### config.mk
export PLATFORM = sky130hd
export DESIGN_NAME = plotCmdIf
export DESIGN_NICKNAME = d
export VERILOG_FILES = /design/src/rtl/plotPkg.sv /design/src/rtl/plotCtrl.sv /design/src/rtl/plotDatapath.sv /design/src/rtl/plotCmdIf.sv
export SDC_FILE = /design/constraint.sdc
export NUM_CORES = 1
export LEC_CHECK = 0
export BUFFER_PORTS_ARGS = -buffer_cell sky130_fd_sc_hd__buf_2
export CORE_MARGIN = 1.5
export CORE_UTILIZATION = 35
export CTS_CLUSTER_SIZE = 10
export DETAILED_ROUTE_END_ITERATION = 12
export PLACE_DENSITY = 0.78
export REMOVE_ABC_BUFFERS = 1
export SLEW_MARGIN = 20
export SYNTH_ARGS = -nofsm -noshare
export SYNTH_HDL_FRONTEND = slang
export SYNTH_SLANG_ARGS = --single-unit
### constraint.sdc
create_clock -name clk -period 1.42 [get_ports clk]
set_clock_uncertainty 0.15 [all_clocks]
set_input_delay 0 -clock clk [delete_from_list [all_inputs] [get_ports clk]]
set_output_delay 0 -clock clk [all_outputs]
set_load 0.02 [all_outputs]
### src/rtl/plotPkg.sv
package plotPkg;

  typedef enum logic [2:0] {
    OP_CLR_ALL   = 3'd0,
    OP_CLR_DONE  = 3'd1,
    OP_SKIP_DONE = 3'd2,
    OP_LOAD_X    = 3'd3,
    OP_LOAD_Y    = 3'd4,
    OP_INTENS    = 3'd5,
    OP_LOAD_EN   = 3'd6,
    OP_READ_EN   = 3'd7
  } plotOpT;

  typedef struct packed {
    logic clrAll;
    logic clrDone;
    logic testSkip;
    logic ldX;
    logic ldY;
    logic intens;
    logic ldEn;
    logic rdEn;
  } plotStrobeT;

  // Field order matches accumulator bits 5..0
  typedef struct packed {
    logic wt;
    logic st;
    logic er;
    logic co;
    logic ch;
    logic ie;
  } plotEnableT;

  localparam int ENABLE_W = $bits(plotEnableT);

endpackage

### src/rtl/plotCtrl.sv
module plotCtrl
  import plotPkg::*;
#(
  parameter int WORD_W   = 12,
  parameter int DEV_W    = 6,
  parameter int OP_W     = 3,
  parameter logic [DEV_W-1:0] DEV_MAIN = 6'o05,
  parameter logic [DEV_W-1:0] DEV_ALT  = 6'o15
) (
  input  logic              ioStrobe,
  input  logic [WORD_W-1:0] instr,
  input  logic              altDevSel,
  output plotStrobeT        strobes
);
  localparam int CLASS_W = WORD_W - DEV_W - OP_W;
  localparam logic [CLASS_W-1:0] IOT_CLASS = 3'b110;

  logic [CLASS_W-1:0] classField;
  logic [DEV_W-1:0]   devField;
  logic [DEV_W-1:0]   devWanted;
  plotOpT             opField;
  logic               devHit;

  assign classField = instr[WORD_W-1 -: CLASS_W];
  assign devField   = instr[OP_W +: DEV_W];
  assign opField    = plotOpT'(instr[OP_W-1:0]);
  assign devWanted  = altDevSel ? DEV_ALT : DEV_MAIN;
  assign devHit     = ioStrobe && (classField == IOT_CLASS) && (devField == devWanted);

  always_comb begin
    strobes = '0;
    if (devHit) begin
      unique case (opField)
        OP_CLR_ALL:   strobes.clrAll   = 1'b1;
        OP_CLR_DONE:  strobes.clrDone  = 1'b1;
        OP_SKIP_DONE: strobes.testSkip = 1'b1;
        OP_LOAD_X:    strobes.ldX      = 1'b1;
        OP_LOAD_Y:    strobes.ldY      = 1'b1;
        OP_INTENS:    strobes.intens   = 1'b1;
        OP_LOAD_EN:   strobes.ldEn     = 1'b1;
        OP_READ_EN:   strobes.rdEn     = 1'b1;
        default:      strobes = '0;
      endcase
    end
  end

endmodule

### src/rtl/plotDatapath.sv
module plotDatapath
  import plotPkg::*;
#(
  parameter int WORD_W  = 12,
  parameter int COORD_W = 10
) (
  input  logic               clk,
  input  logic               rstN,
  input  plotStrobeT         strobes,
  input  logic [WORD_W-1:0]  accIn,
  input  logic               doneIn,
  output logic [COORD_W-1:0] xCoord,
  output logic [COORD_W-1:0] yCoord,
  output plotEnableT         enBits,
  output logic               skip,
  output logic               accClear,
  output logic               rdValid,
  output logic [WORD_W-1:0]  rdData,
  output logic               doneClr,
  output logic               coordStart,
  output logic               enableLoad,
  output logic               intensify,
  output logic               irq
);
  logic [COORD_W-1:0] xReg, yReg;
  plotEnableT         enReg;
  logic [WORD_W-1:0]  readWord;

  always_ff @(posedge clk) begin
    if (!rstN) begin
      xReg <= '0;
      yReg <= '0;
    end else begin
      if (strobes.ldX) xReg <= accIn[COORD_W-1:0];
      if (strobes.ldY) yReg <= accIn[COORD_W-1:0];
    end
  end

  always_ff @(posedge clk) begin
    if (!rstN || strobes.clrAll) enReg <= '0;
    else if (strobes.ldEn)       enReg <= plotEnableT'(accIn[ENABLE_W-1:0]);
  end

  // Read-back: done mirrored at the top bit, erase masked
  always_comb begin
    readWord           = '0;
    readWord[WORD_W-1] = doneIn;
    readWord[ENABLE_W-1:0] = {enReg.wt, enReg.st, 1'b0, enReg.co, enReg.ch, enReg.ie};
  end

  assign rdData     = strobes.rdEn ? readWord : '0;
  assign rdValid    = strobes.rdEn;
  assign skip       = strobes.testSkip && doneIn;
  assign accClear   = strobes.ldEn;
  assign doneClr    = strobes.clrAll || strobes.clrDone;
  assign coordStart = strobes.ldX || strobes.ldY;
  assign enableLoad = strobes.ldEn;
  assign intensify  = strobes.intens;
  assign irq        = doneIn && enReg.ie;
  assign xCoord     = xReg;
  assign yCoord     = yReg;
  assign enBits     = enReg;

endmodule

### src/rtl/plotCmdIf.sv
module plotCmdIf
  import plotPkg::*;
#(
  parameter int WORD_W  = 12,
  parameter int COORD_W = 10,
  parameter logic [5:0] DEV_MAIN = 6'o05,
  parameter logic [5:0] DEV_ALT  = 6'o15
) (
  input  logic               clk,
  input  logic               rstN,
  input  logic               ioStrobe,
  input  logic [WORD_W-1:0]  instr,
  input  logic [WORD_W-1:0]  accIn,
  input  logic               altDevSel,
  input  logic               doneIn,
  output logic               skip,
  output logic               accClear,
  output logic               rdValid,
  output logic [WORD_W-1:0]  rdData,
  output logic [COORD_W-1:0] xCoord,
  output logic [COORD_W-1:0] yCoord,
  output logic               writeThru,
  output logic               storeMode,
  output logic               eraseReq,
  output logic               colorSel,
  output logic               chanSel,
  output logic               intEnable,
  output logic               irq,
  output logic               doneClr,
  output logic               coordStart,
  output logic               enableLoad,
  output logic               intensify
);
  plotStrobeT strobes;
  plotEnableT enBits;

  plotCtrl #(
    .WORD_W(WORD_W), .DEV_W(6), .OP_W(3),
    .DEV_MAIN(DEV_MAIN), .DEV_ALT(DEV_ALT)
  ) uCtrl (
    .ioStrobe(ioStrobe), .instr(instr), .altDevSel(altDevSel), .strobes(strobes)
  );

  plotDatapath #(.WORD_W(WORD_W), .COORD_W(COORD_W)) uData (
    .clk(clk), .rstN(rstN), .strobes(strobes), .accIn(accIn), .doneIn(doneIn),
    .xCoord(xCoord), .yCoord(yCoord), .enBits(enBits),
    .skip(skip), .accClear(accClear), .rdValid(rdValid), .rdData(rdData),
    .doneClr(doneClr), .coordStart(coordStart), .enableLoad(enableLoad),
    .intensify(intensify), .irq(irq)
  );

  assign writeThru = enBits.wt;
  assign storeMode = enBits.st;
  assign eraseReq  = enBits.er;
  assign colorSel  = enBits.co;
  assign chanSel   = enBits.ch;
  assign intEnable = enBits.ie;

endmodule

==> metrics.txt <==
Via density=approximately 5.2; Yosys reg bits=26; fin area=about 1900 sq um; CP max FO=23; net load switching power=approximately 0.00035 W; Hold Fails Final Rpt=0; Die Span X=64.5 microns; largest net degree at the start of global routing=24; count of cell types in the netlist=31; Gate Count Post-Synth=164; status=completed; Skew-Pair Late Insertion Delay=0.27 ns; CTS root buf=clkbuf_8; CTS buffer count=3; # DRC=0; DRT iter0 DRCs=approximately 130; die area=about 4200 sq um; Layout area overhead=41.6%; Final Max Tran Viols=0; clk buf depth=2; Synth top area share=just under 40%; Post-DP HPWL=2.70 mm; critical setup path kind=in -> out; worst hold slack=between 0.06 and 0.07 ns; vias in the first global route=around 1,300; Area contributors post-synth=dfxtp_1 (39%), a21oi_1 (9.8%), o21ai_1 (7.2%); Sink Count=26; Data required, critical path=1.27 ns; H-Tree Depth=1; IO Pins=75; crit path time final=between 1 and 1.5 ns; fmax=approximately 760 MHz; core area=~3700 sq um; Leak=~0.86 nW; Internal=approximately 0.0012 W; worst path arrival time=~1.2 ns; top post-synthesis cells by count=a21oi_1 (26), dfxtp_1 (26), o21ai_1 (19), nand3_1 (17), nand4b_1 (10); syn_area_per_cell=8.08 sq um; Clk pin slew, worst setup/hold paths=about 0.09 ns; area leader, netlist=dfxtp_1; post-synthesis sequential area ratio=approximately 39%; Pre-antenna DRT Iters=4; Vias=between 1,000 and 1,500; placed inst area=approximately 1700 sq um; Hold WC Path Type=in -> reg; sequential cell fraction of total power=47.6%; diode count=0; row cnt=22; Net Sw Frac=around 23%; Setup-failing EPs final=0; RSZ-0062 raised after global routing=no; GRT overflow=0; # Max-Cap Violations=0; Combinational Power Share=roughly an eighth; IO Port Bufs=between 60 and 70; # fillers=about 370; initial antenna violation count=0; Die Ht=around 65 microns; synth warn=0; first-pass GRT wire length=6.15 mm; cell area after synthesis=roughly 1300 sq um; Initial Util=36.2%; startpoint types=input port; DRT Wirelength=approximately 3.8 mm; nets=268; VDD IR max=about 0.31 mV; CTS tree=done; routed length per instance=13.4 microns; part of the cycle the worst path needs=between 90 and 100%; Post-synth ARST share=0%; share of cells above drive strength 1=between 30% and 40%; power density over cell area=roughly 800 nW/um^2; Worst setup EP type=output port; number of synthesized flops with an enable pin=0; clock power share=40.5%; Total GRT Usage=between 10% and 20%; ANT nets after route=0; GPL Wtd Cong=between 0.7 and 0.8; most common flop cell mapped by yosys=dfxtp_1
-- layout by cell type (no fill, tap or decap), types with 2 or more instances in the layout --
cell type      Yosys  layout
a21oi_1           26      26
and2_1             2       2
and3_1             6       6
and4b_1            2       2
buf_2              3      66
buf_4              8       9
clkbuf_8           0       3
conb_1             1       6
dfxtp_1           26      26
dlygate4sd3_1      0      11
nand2_1            5       5
nand2b_1           2       2
nand3_1           17      17
nand4b_1          10      10
nor2_1             3       3
nor4_1             2       2
o21ai_0            9       9
o21ai_1           19      19
-- layout make-up --
class | instances | area, sq um | share of cell area, %
clock buffer | 3 | 41.3 | 2.20
multi-input combinational | 120 | 693 | 36.9
sequential | 26 | 520 | 27.7
inverter | 1 | 3.75 | 0.200
timing repair buffer | 87 | 528 | 28.1
tap | 48 | 60.1 | 3.20
clock inverter | 1 | 30.0 | 1.60
-- worst max-delay path, stage by stage --
cell	delay (ns)
buf_2	0.11
xnor2_2	0.28
and4_1	0.28
buf_12	0.16
and3_1	0.16
buf_2	0.16
-- kinds of logic after synthesis --
family	after synthesis	share of synthesized area, %
xor gates and xnor gates	1	1.23
and+or+nand+nor	59	28.6
AOI/OAI and AO/OA	54	20.4
buffers and inverters	23	10.2
DFF	26	39.3
other	1	0.283
-- what timing repair did --
item	in CTS	in global routing
resized for setup	0	1
setup buffers	0	0
hold buffers	11	0
endpoints found under the setup margin	0	2
hold endpoints to repair	26	0
-- power groups by stage --
| stage | Combinational, W | Clock (W) | Sequential (W) |
|---|---|---|---|
| after floorplan | 0.0000661 | 0 | 0.000746 |
| after global placement | 0.000152 | 0 | 0.000746 |
| after detailed placement | 0.000153 | 0 | 0.000746 |
| after CTS | 0.000177 | 0.000620 | 0.000729 |
| after global routing | 0.000195 | 0.000651 | 0.000729 |
| final | 0.000181 | 0.000620 | 0.000729 |
-- per-stage QoR --
stage	setup slack (ns)	utilization [%]	power (W)	instances	TNS (ns)
after detailed placement	0.0285	46.2	0.000899	271	0
after CTS	0.116	51.1	0.00153	286	0
after global placement	0.0707	46.2	0.000898	271	0
final	0.112	51.3	0.00153	286	0
after floorplan	-0.0495	-	0.000812	147	-0.0990
after global routing	0.00283	51.3	0.00157	286	0
-- layer usage --
layer,vias up,share of wire (%),GRT usage [%]
met5,-,0,0
met4,0,1.2,6.12
met3,7,5.2,3.30
met2,46,49,31.3
met1,706,44,23.8
li1,731,-,-
-- registers in the layout, summed over array words and instances (netlist names) --
register / cells
uData.enBits: 6
uData.yCoord: 10
uData.xCoord: 10
-- worst paths after layout --
path	startpoint	end	slack, ns	cells after the start
min reg2reg	uData.xCoord[6]	uData.xCoord[6]	0.33	2
min	instr[2]	uData.xCoord[6]	0.06	4
max reg2reg	uData.enBits[5]	uData.enBits[5]	0.64	2
max	altDevSel	rdData[0]	0.11	6
Note: power is estimated with default switching activity, not from simulation.
